--- config.mk ---
export PLATFORM = sky130hd
export DESIGN_NAME = adc_conv_seq
export DESIGN_NICKNAME = d
export VERILOG_FILES = /design/src/rtl/adc_seq_pkg.sv /design/src/rtl/adc_clk_src.sv /design/src/rtl/adc_clk_div.sv /design/src/rtl/adc_seq_ctrl.sv /design/src/rtl/adc_conv_seq.sv
export SDC_FILE = /design/constraint.sdc
export NUM_CORES = 1
export LEC_CHECK = 0
export CORE_MARGIN = 3
export CORE_UTILIZATION = 40
export CTS_CLUSTER_DIAMETER = 30
export CTS_CLUSTER_SIZE = 8
export DETAILED_ROUTE_END_ITERATION = 7
export PLACE_DENSITY = 0.71
export SKIP_LAST_GASP = 1
export SYNTH_ARGS = -nofsm -noshare
export SYNTH_HDL_FRONTEND = slang
export SYNTH_HIERARCHICAL = 1
export SYNTH_SLANG_ARGS = --single-unit
--- constraint.sdc ---
create_clock -name clk_i -period 3 [get_ports clk_i]
set_input_delay 0.6 -clock clk_i [delete_from_list [all_inputs] [get_ports clk_i]]
set_output_delay 0.6 -clock clk_i [all_outputs]
set_load 0.02 [all_outputs]
--- src/rtl/adc_seq_pkg.sv ---
// Shared encodings for the conversion sequencer.
// Assumes a 2-bit divide select, giving ratios 1, 2, 4 and 8.
package adc_seq_pkg;

    localparam int DIV_SEL_W = 2;

    typedef enum logic [1:0] {
        SRC_BUS   = 2'd0,
        SRC_HALF  = 2'd1,
        SRC_ALT   = 2'd2,
        SRC_ASYNC = 2'd3
    } src_sel_e;

    typedef enum logic [1:0] {
        ST_IDLE = 2'd0,
        ST_SYNC = 2'd1,
        ST_CONV = 2'd2
    } seq_state_e;

    typedef struct packed {
        src_sel_e               src;
        logic [DIV_SEL_W-1:0]   div;
        logic                   long_smp;
    } conv_cfg_t;

endpackage

--- src/rtl/adc_clk_src.sv ---
// Produces the undivided conversion-source strobe for the selected source.
// Assumes the alternate and asynchronous strobes are already synchronous to
// the bus clock. The half-rate phase is cleared while run_i is low, so the
// first half-rate strobe falls on the second cycle of a run.
module adc_clk_src
    import adc_seq_pkg::*;
(
    input  logic     clk_i,
    input  logic     rst_ni,
    input  logic     run_i,
    input  src_sel_e sel_i,
    input  logic     alt_tick_i,
    input  logic     async_tick_i,
    output logic     src_tick_o
);

    logic half_q;

    // Toggle the half-rate phase while running; park it at zero otherwise.
    always_ff @(posedge clk_i) begin
        if (!rst_ni || !run_i) begin
            half_q <= 1'b0;
        end else begin
            half_q <= ~half_q;
        end
    end

    // Route the chosen source and gate it with the run window.
    always_comb begin
        unique case (sel_i)
            SRC_BUS:   src_tick_o = run_i;
            SRC_HALF:  src_tick_o = run_i & half_q;
            SRC_ALT:   src_tick_o = run_i & alt_tick_i;
            default:   src_tick_o = run_i & async_tick_i;
        endcase
    end

    // The half-rate source never strobes on two cycles in a row.
    assert_half_gap_R1: assert property (@(posedge clk_i) disable iff (!rst_ni)
        (src_tick_o && sel_i == SRC_HALF) |=> !(src_tick_o && sel_i == SRC_HALF));

endmodule

--- src/rtl/adc_clk_div.sv ---
// Divides the source strobe by 2**div_sel_i to form conversion-clock ticks.
// Assumes the count is cleared outside a run, so the first tick comes after
// exactly one full ratio of source strobes.
module adc_clk_div
    import adc_seq_pkg::*;
(
    input  logic                 clk_i,
    input  logic                 rst_ni,
    input  logic                 run_i,
    input  logic                 src_tick_i,
    input  logic [DIV_SEL_W-1:0] div_sel_i,
    output logic                 conv_tick_o
);

    localparam int CNT_W = (1 << DIV_SEL_W) - 1;

    logic [CNT_W-1:0] cnt_q;
    logic [CNT_W-1:0] last_cnt;

    // Terminal count is ratio minus one.
    always_comb begin
        last_cnt    = (CNT_W'(1) << div_sel_i) - CNT_W'(1);
        conv_tick_o = run_i & src_tick_i & (cnt_q == last_cnt);
    end

    // Count source strobes and wrap at the terminal count.
    always_ff @(posedge clk_i) begin
        if (!rst_ni || !run_i) begin
            cnt_q <= '0;
        end else if (src_tick_i) begin
            cnt_q <= (cnt_q == last_cnt) ? '0 : cnt_q + CNT_W'(1);
        end
    end

    // With a ratio above one, conversion ticks never come back to back.
    assert_div_gap_R1: assert property (@(posedge clk_i) disable iff (!rst_ni)
        (conv_tick_o && div_sel_i != '0) |=> !conv_tick_o);

endmodule

--- src/rtl/adc_seq_ctrl.sv ---
// Start, abort, synchronisation and period counting for each conversion.
// Assumes the conversion tick comes from the divider fed by cfg_o. The
// settings are captured at each start edge, and continuous mode is read at
// each done edge.
module adc_seq_ctrl
    import adc_seq_pkg::*;
#(
    parameter int SMP_W       = 12,
    parameter int FIRST_TICKS = 23,
    parameter int LONG_TICKS  = 40,
    parameter int SHORT_TICKS = 20,
    parameter int SYNC_CYCLES = 5
) (
    input  logic             clk_i,
    input  logic             rst_ni,
    input  conv_cfg_t        cfg_i,
    input  logic             wait_i,
    input  logic             alt_wait_ok_i,
    input  logic             cont_i,
    input  logic             hw_trig_en_i,
    input  logic             chan_valid_i,
    input  logic             ctrl_wr_i,
    input  logic             trig_i,
    input  logic             conv_tick_i,
    input  logic [SMP_W-1:0] sample_i,
    output conv_cfg_t        cfg_o,
    output logic             run_o,
    output logic             busy_o,
    output logic             done_o,
    output logic [SMP_W-1:0] result_o
);

    localparam int MAX_A = (FIRST_TICKS > LONG_TICKS) ? FIRST_TICKS : LONG_TICKS;
    localparam int MAX_T = (MAX_A > SHORT_TICKS) ? MAX_A : SHORT_TICKS;
    localparam int TW    = $clog2(MAX_T + 1);
    localparam int SW    = $clog2(SYNC_CYCLES + 1);

    seq_state_e       state_q;
    conv_cfg_t        cfg_q;
    logic [SW-1:0]    sync_q;
    logic [TW-1:0]    tick_q;
    logic [TW-1:0]    len;
    logic             first_q;
    logic             done_q;
    logic [SMP_W-1:0] res_q;
    logic             sw_start;
    logic             abort;
    logic             hw_start;
    logic             chain_ok;

    // Decode the start and abort events and the wait-mode source gating.
    always_comb begin
        sw_start = ctrl_wr_i & ~wait_i & chan_valid_i & ~hw_trig_en_i;
        abort    = ctrl_wr_i & ~wait_i & (state_q != ST_IDLE);
        hw_start = hw_trig_en_i & trig_i & chan_valid_i & (state_q == ST_IDLE)
                 & (~wait_i | (cfg_i.src != SRC_ALT) | alt_wait_ok_i);
        chain_ok = ~wait_i | (cfg_q.src != SRC_ALT) | alt_wait_ok_i;
        if (first_q) begin
            len = TW'(FIRST_TICKS);
        end else if (cfg_q.long_smp) begin
            len = TW'(LONG_TICKS);
        end else begin
            len = TW'(SHORT_TICKS);
        end
    end

    // Sequence state: start, abort, synchronisation window, period counting.
    always_ff @(posedge clk_i) begin
        if (!rst_ni) begin
            state_q <= ST_IDLE;
            cfg_q   <= '0;
            sync_q  <= '0;
            tick_q  <= '0;
            first_q <= 1'b1;
            done_q  <= 1'b0;
            res_q   <= '0;
        end else begin
            done_q <= 1'b0;
            if (sw_start || (!abort && hw_start)) begin
                state_q <= ST_SYNC;
                cfg_q   <= cfg_i;
                sync_q  <= '0;
                tick_q  <= '0;
                first_q <= 1'b1;
            end else if (abort) begin
                state_q <= ST_IDLE;
            end else begin
                unique case (state_q)
                    ST_SYNC: begin
                        if (sync_q == SW'(SYNC_CYCLES - 1)) begin
                            state_q <= ST_CONV;
                        end else begin
                            sync_q <= sync_q + SW'(1);
                        end
                    end
                    ST_CONV: begin
                        if (conv_tick_i) begin
                            if (tick_q == len - TW'(1)) begin
                                done_q  <= 1'b1;
                                res_q   <= sample_i;
                                tick_q  <= '0;
                                first_q <= 1'b0;
                                if (!(cont_i && chain_ok)) begin
                                    state_q <= ST_IDLE;
                                end
                            end else begin
                                tick_q <= tick_q + TW'(1);
                            end
                        end
                    end
                    default: ;
                endcase
            end
        end
    end

    assign cfg_o    = cfg_q;
    assign run_o    = (state_q == ST_CONV);
    assign busy_o   = (state_q != ST_IDLE);
    assign done_o   = done_q;
    assign result_o = res_q;

    // Done is a single-cycle pulse.
    assert_done_single_R4: assert property (@(posedge clk_i) disable iff (!rst_ni)
        done_o |=> !done_o);

    // A write without a channel always leaves the block idle.
    assert_wr_nochan_idle_R6: assert property (@(posedge clk_i) disable iff (!rst_ni)
        (ctrl_wr_i && !wait_i && !chan_valid_i) |=> !busy_o);

    // Entering wait never cuts a running conversion short.
    assert_wait_keeps_R8: assert property (@(posedge clk_i) disable iff (!rst_ni)
        (busy_o && wait_i) |=> (busy_o || done_o));

    // In wait, an idle block only wakes on an enabled hardware trigger.
    assert_wait_start_R9: assert property (@(posedge clk_i) disable iff (!rst_ni)
        ($rose(busy_o) && $past(wait_i)) |-> $past(trig_i && hw_trig_en_i));

endmodule

--- src/rtl/adc_conv_seq.sv ---
// Top of the conversion clock and sequencer: source select, divider and
// sequence control. Assumes all inputs are synchronous to clk_i. The
// converter itself is modelled by sample_i.
module adc_conv_seq
    import adc_seq_pkg::*;
#(
    parameter int SMP_W       = 12,
    parameter int FIRST_TICKS = 23,
    parameter int LONG_TICKS  = 40,
    parameter int SHORT_TICKS = 20,
    parameter int SYNC_CYCLES = 5
) (
    input  logic                 clk_i,
    input  logic                 rst_ni,
    input  logic                 alt_tick_i,
    input  logic                 async_tick_i,
    input  logic                 wait_i,
    input  logic                 alt_wait_ok_i,
    input  logic [1:0]           clk_sel_i,
    input  logic [DIV_SEL_W-1:0] div_sel_i,
    input  logic                 long_smp_i,
    input  logic                 cont_i,
    input  logic                 hw_trig_en_i,
    input  logic                 chan_valid_i,
    input  logic                 ctrl_wr_i,
    input  logic                 trig_i,
    input  logic [SMP_W-1:0]     sample_i,
    output logic                 busy_o,
    output logic                 done_o,
    output logic [SMP_W-1:0]     result_o
);

    conv_cfg_t live_cfg;
    conv_cfg_t run_cfg;
    logic      run;
    logic      src_tick;
    logic      conv_tick;

    // Pack the live control fields for capture at the start edge.
    always_comb begin
        live_cfg.src      = src_sel_e'(clk_sel_i);
        live_cfg.div      = div_sel_i;
        live_cfg.long_smp = long_smp_i;
    end

    adc_clk_src u_src (
        .clk_i        (clk_i),
        .rst_ni       (rst_ni),
        .run_i        (run),
        .sel_i        (run_cfg.src),
        .alt_tick_i   (alt_tick_i),
        .async_tick_i (async_tick_i),
        .src_tick_o   (src_tick)
    );

    adc_clk_div u_div (
        .clk_i       (clk_i),
        .rst_ni      (rst_ni),
        .run_i       (run),
        .src_tick_i  (src_tick),
        .div_sel_i   (run_cfg.div),
        .conv_tick_o (conv_tick)
    );

    adc_seq_ctrl #(
        .SMP_W       (SMP_W),
        .FIRST_TICKS (FIRST_TICKS),
        .LONG_TICKS  (LONG_TICKS),
        .SHORT_TICKS (SHORT_TICKS),
        .SYNC_CYCLES (SYNC_CYCLES)
    ) u_ctrl (
        .clk_i         (clk_i),
        .rst_ni        (rst_ni),
        .cfg_i         (live_cfg),
        .wait_i        (wait_i),
        .alt_wait_ok_i (alt_wait_ok_i),
        .cont_i        (cont_i),
        .hw_trig_en_i  (hw_trig_en_i),
        .chan_valid_i  (chan_valid_i),
        .ctrl_wr_i     (ctrl_wr_i),
        .trig_i        (trig_i),
        .conv_tick_i   (conv_tick),
        .sample_i      (sample_i),
        .cfg_o         (run_cfg),
        .run_o         (run),
        .busy_o        (busy_o),
        .done_o        (done_o),
        .result_o      (result_o)
    );

endmodule

* Word level (Yosys, flattened, before mapping) *
Cells that the tools add are included.

cells by class
  add/subtract/negate cells = 5
  reductions and logical operators = 21
  multiplexer cells = 13
  eq/ne operators = 17
  shifts and indexed selects = 1
  bitwise gates (word level) = 26

operators with widths
  operator               number
  $mux W6                3
  $reduce_and A5 Y1      3
  $and A1 B1 Y1          13
  $not A1 Y1             9
  $mux W2                4
  $ne A2 B2 Y1 const B   4
  $ne A4 B1 Y1 const B   2
  $ne A4 B2 Y1 const B   2
  $add A3 B1 Y3 const B  2
  $add A6 B1 Y6 const B  1
  $eq A6 B6 Y1           1
  $reduce_and A3 Y1      2
  $sub A6 B1 Y6 const B  1
  $reduce_or A5 Y1       1
  $eq A2 B1 Y1 const B   2
  $eq A2 B2 Y1 const B   2
  $logic_not A2 Y1       2
  $ne A2 B1 Y1 const B   2
  $or A1 B1 Y1           4
  $pmux W2 S2            1
  $reduce_and A4 Y1      1
  $reduce_bool A2 Y1     2
  $reduce_bool A4 Y1     1
  $eq A3 B3 Y1           1
  other kinds (11)       17

storage, ports and cells
  output and inout bits = 14
  word-level logic and storage cells = 95
  flip-flop bits (word level) = 34
  bits of input ports = 28

* Logic depth before layout (Yosys ltp) *
  word-level depth = 10
  depth in mapped cells = 13
  mapped depth without buffers = 12

* Modules after synthesis *
Netlist, hierarchy kept.

modules (own cells, without submodules)
  module        area each (um2)  instances  sequential area each (um2)  cells an instance
  adc_seq_ctrl  1,397.6          1          600.6                       162
  adc_clk_div   203.9            1          60.1                        21
  adc_clk_src   100.1            1          20.0                        13

* Worst setup path after synthesis *
OpenSTA, ideal clock, no wires.

  path kind = register to register
  start = reg u_ctrl.cfg_q (netlist bit u_ctrl/cfg_o[3])
  end = reg u_ctrl.tick_q[5]
  cell stages (with the launch flop) = 14
  buffers on the path = 1
  arrival time = 2.660 ns
  slack = 0.224 ns
  clock period less this slack = 2.776 ns
  data required time = 2.884 ns
  setup time = 0.116 ns
  cell sequence = dfxtp_1 -> inv_1 -> ha_1 -> o31ai_1 -> a41oi_1 -> nand2_1 -> o2bb2ai_1 -> o21a_1 -> nor2b_1 -> nand3_1 -> buf_2 -> nor3_1 -> xnor2_1 -> nor3_1

on the way
  word-level cells in the longest chain between the ends = 5
  elaborated cells between the ends (all ways) = 7
  classes of those cells = 2 x eq/ne; 1 x mux; 2 x bitwise; 2 x reduce/logical

ends and longest elaborated chain
  item                                        RTL line             source
  start: declaration                          adc_seq_ctrl.sv:39   conv_cfg_t cfg_q;
  start signal: assignment                    adc_seq_ctrl.sv:81   cfg_q <= cfg_i;
  $eq A2 B2 Y1, or another cell as far along  adc_clk_src.sv:30    unique case (sel_i)
  $pmux W1 S3 (*)                             adc_clk_src.sv:30
  named net src_tick                          adc_conv_seq.sv:36   logic src_tick;
  $and A1 B1 Y1 (*) (2 in a row)              adc_clk_div.sv:23    conv_tick_o = run_i & src_tick_i & (cnt_q == last_cnt);
  named net conv_tick                         adc_conv_seq.sv:37   logic conv_tick;
  $reduce_and A3 Y1 (no line) (*)             --
  end signal: assignment                      adc_seq_ctrl.sv:107  tick_q <= tick_q + TW'(1);
  end: declaration                            adc_seq_ctrl.sv:41   logic [TW-1:0] tick_q;

The timed path passes the listed nets; every way through them passes the cells marked *.
A chain may end at the register's enable or synchronous reset.

* Final worst setup path *
  start = in alt_tick_i
  end = reg u_ctrl.tick_q[5]

on the way
  word-level cells in the longest chain between the ends = 5

ends and longest elaborated chain
  item                         RTL line            source
  start: declaration           adc_conv_seq.sv:15  input logic alt_tick_i,
  $and A1 B1 Y1                adc_clk_src.sv:33   SRC_ALT: src_tick_o = run_i & alt_tick_i;
  $pmux W1 S3                  adc_clk_src.sv:30
  named net src_tick           adc_conv_seq.sv:36
  $and A1 B1 Y1 (2 in a row)   adc_clk_div.sv:23
  named net conv_tick          adc_conv_seq.sv:37
  $reduce_and A3 Y1 (no line)  --

The timed path passes the listed nets, and every way through them passes these cells.

==> results.md <==
- Status: finished, final reports clean
- 1st-iter DRT viols: 44
- Clock Sinks: 34
- Fin. max-slew vios: 0
- Met2 Track Usage GR: 23.9%
- Die ar.: 5070 um^2
- Via density per instance: 4.93
- Switching Share: 20.4%
- Max Freq: 367 MHz
- Routed WL per cell: 11.7 um
- Max_cap viols: 0
- Slew @ Worst Pin: 370 ps
- Initial antenna violation count: 0
- Internal: 0.734 mW
- Clock group share of total power: 41.6%
- Wirelength, routed: 3.47 mm
- Post-synth EDFFs: 0
- Min-delay worst type: register to register
- Final instance area: 2320 um^2
- Crit path kind: input pin to register
- Setup bufs post-CTS: 0
- TritonCTS clock tree: yes
- Htree depth: 2
- P_leak: 0.870 nW
- Mapped Cells: 196
- Crit end category: register
- Crit-path max FO: 11
- Slew HR: 75.2%
- Top FF cell, synth: dfxtp_1
- Starting Density: 41.9%
- Min cycle time layout: 2720 ps
- Tcrit/Tclk final: 90.8%
- HPWL after DPL: 2.64 mm
- Placed Cells: 288
- PD cells: 398 nW/um^2
- CTS Buf Count: 5
- Core area: 4060 um^2
- Clock Path Buffers: 2
- GR peak layer: met2
- RSZ-0062 raised after global routing: no
- Grt total ovfl: 0
- Yosys Warn Count: 6
- Syn Std Cell Area: 1700 um^2
- Max IR drop VDD: 0.000256 V
- Pin count of the biggest net entering global routing: 19
- Placer Congestion: 0.811
- First-pass GRT wire length: 6.07 mm
- Clock-pin slew on the worst setup and hold paths: 60 ps
- Die H: 71.2 um
- Async SR Flop Fraction: 0%
- GRT met3 Usage: 5.75%
- Layout net count: 280
- Hold_buf cts: 0
- Flop pwr share: 50.0%
- Vias in the first global route: 1,413
- Later-pin clock latency in the skew report: 280 ps
- Share of cells above drive strength 1: 9.76%
- Total GRT Usage: 14.9%
- Synth unique cells: 41
- Critical Path RT: 3160 ps
- Hold Fails Final Rpt: 0
- Final setup viols: 0
- P_sw: 0.188 mW
- Die X-Extent: 71.2 um
- Seq/Total Area, Yosys: 40.0%
- TritonRoute pass-1 iters: 4
- Layout Utilization: 57.1%
- # diodes: 0
- Total number of vias: 1,458
- Combinational power share: 8.4%
- Area grow syn2layout: 36.1%
- Clock skew: 3.63 ps
- Drt drc: 0
- Num rows: 23
- Data arrival, critical path: 2880 ps
- Mapped Nets: 231
- Post-CTS sizing: 0
- Non-filler cells, final: 296
- PortBufs: 41
- Boundary pin count: 42
- Met1 usage: 18.2%
- Root buf cell: clkbuf_8
- Flops & latches, synth: 34
- Startpoint Class: input pin
- Dpl cell area: 2210 um^2
- Final Power: 0.922 mW
- Final ANT Viol Nets: 0
- Avg Cell Area, Syn: 8.68 um^2
registers in the layout, indices dropped and copies added (netlist names):
| signal | cells |
|---|---|
| u_ctrl/done_o | 1 |
| u_ctrl/result_o | 12 |
| u_ctrl/tick_q | 6 |
| u_ctrl/cfg_o | 5 |
| u_ctrl/state_q | 2 |
| u_ctrl/first_q | 1 |
| u_src/half_q | 1 |
| u_ctrl/sync_q | 3 |
| u_div/cnt_q | 3 |
cell usage after synthesis, types with 2 or more instances:
cell type | count | area, um^2
a21oi_1 | 6 | 30.0
buf_2 | 2 | 10.0
clkbuf_1 | 4 | 15.0
dfxtp_1 | 34 | 681
ha_1 | 7 | 87.6
inv_1 | 9 | 33.8
mux2i_1 | 14 | 140
nand2_1 | 45 | 169
nand2b_1 | 2 | 12.5
nand3_1 | 11 | 55.1
nand4_1 | 2 | 12.5
nor2_1 | 8 | 30.0
nor2b_1 | 3 | 18.8
nor3_1 | 6 | 30.0
nor3b_1 | 2 | 15.0
nor4_1 | 3 | 18.8
nor4bb_1 | 2 | 20.0
o21ai_0 | 8 | 40.0
xnor2_1 | 4 | 35.0
xor2_1 | 3 | 26.3
worst max-delay path, cell delays in order:
cell and delay (ps):
clkdlybuf4s50_1 460, nand2_1 50, a41oi_1 320, nand2_1 170, a211oi_4 260, o21a_1 130
nor2b_1 160, nand3_1 100, buf_4 200, nor3_1 240, xnor2_1 140, nor3_1 50
cells in the final DEF (no fill, tap or decap), types with 4 or more instances in the layout:
cell type        instances
nand2_1                 45
a21oi_1                  6
clkdlybuf4s50_1         41
o21ai_0                  8
nor2_1                   8
nor3_1                   6
buf_4                    8
ha_1                     7
clkbuf_8                 8
nand3_1                 11
mux2i_1                 14
inv_1                    9
dfxtp_1                 34
xnor2_1                  4
power by group through the flow:
| stage | combinational (mW) | clock (mW) | sequential [mW] |
|---|---|---|---|
| after floorplan | 0.0331 | 0 | 0.470 |
| after detailed placement | 0.0785 | 0 | 0.471 |
| after global routing | 0.0862 | 0.415 | 0.462 |
| after global placement | 0.0782 | 0 | 0.471 |
| after CTS | 0.0788 | 0.401 | 0.461 |
| final | 0.0779 | 0.383 | 0.461 |
cells by family after synthesis:
family                     Yosys count  share of synthesized area, %
adders and majority gates            7                          5.15
muxes                               14                          8.24
xor gates and xnor gates             7                          3.60
buffers and inverters               17                          4.85
AOI/OAI and AO/OA                   25                          11.1
and+or+nand+nor                     92                          27.1
DFF                                 34                          40.0
per-stage QoR:
step / worst slack (ps) / hold WS (ps) / TNS [ps]
finish: 277 / 419 / 0
global route: 37.2 / 456 / 0
CTS: 276 / 428 / 0
detailed placement: -12.9 / 418 / -12.9
global placement: 114 / 406 / 0
floorplan: 224 / 390 / 0
final cells by class:
class                   instances  area, um^2
multi-input cells             145         938
fillers                       386        1740
flip-flops and latches         34         681
repair buffers                 50         490
inverters                       9        33.8
well taps                      50        62.6
clock buffers                   8         110
routing by layer:
metal / vias up / wire length [um]
li1: 763 / -
met1: 655 / 1610
met2: 35 / 1560
met3: 5 / 251
met4: 0 / 43
met5: - / 0
final timing paths:
check        depth (start not counted)                             to                         start  slack, ps
min                                  1        u_src/half_q$_SDFF_PP0_       u_src/half_q$_SDFF_PP0_        420
max reg2reg                         13  u_ctrl/tick_q[5]$_SDFFE_PP0P_  u_ctrl/cfg_o[3]$_SDFFE_PN0P_        290
max                                 12  u_ctrl/tick_q[5]$_SDFFE_PP0P_                    alt_tick_i        280
min reg2reg                          1        u_src/half_q$_SDFF_PP0_       u_src/half_q$_SDFF_PP0_        420
Power figures use the tool's default switching activity.
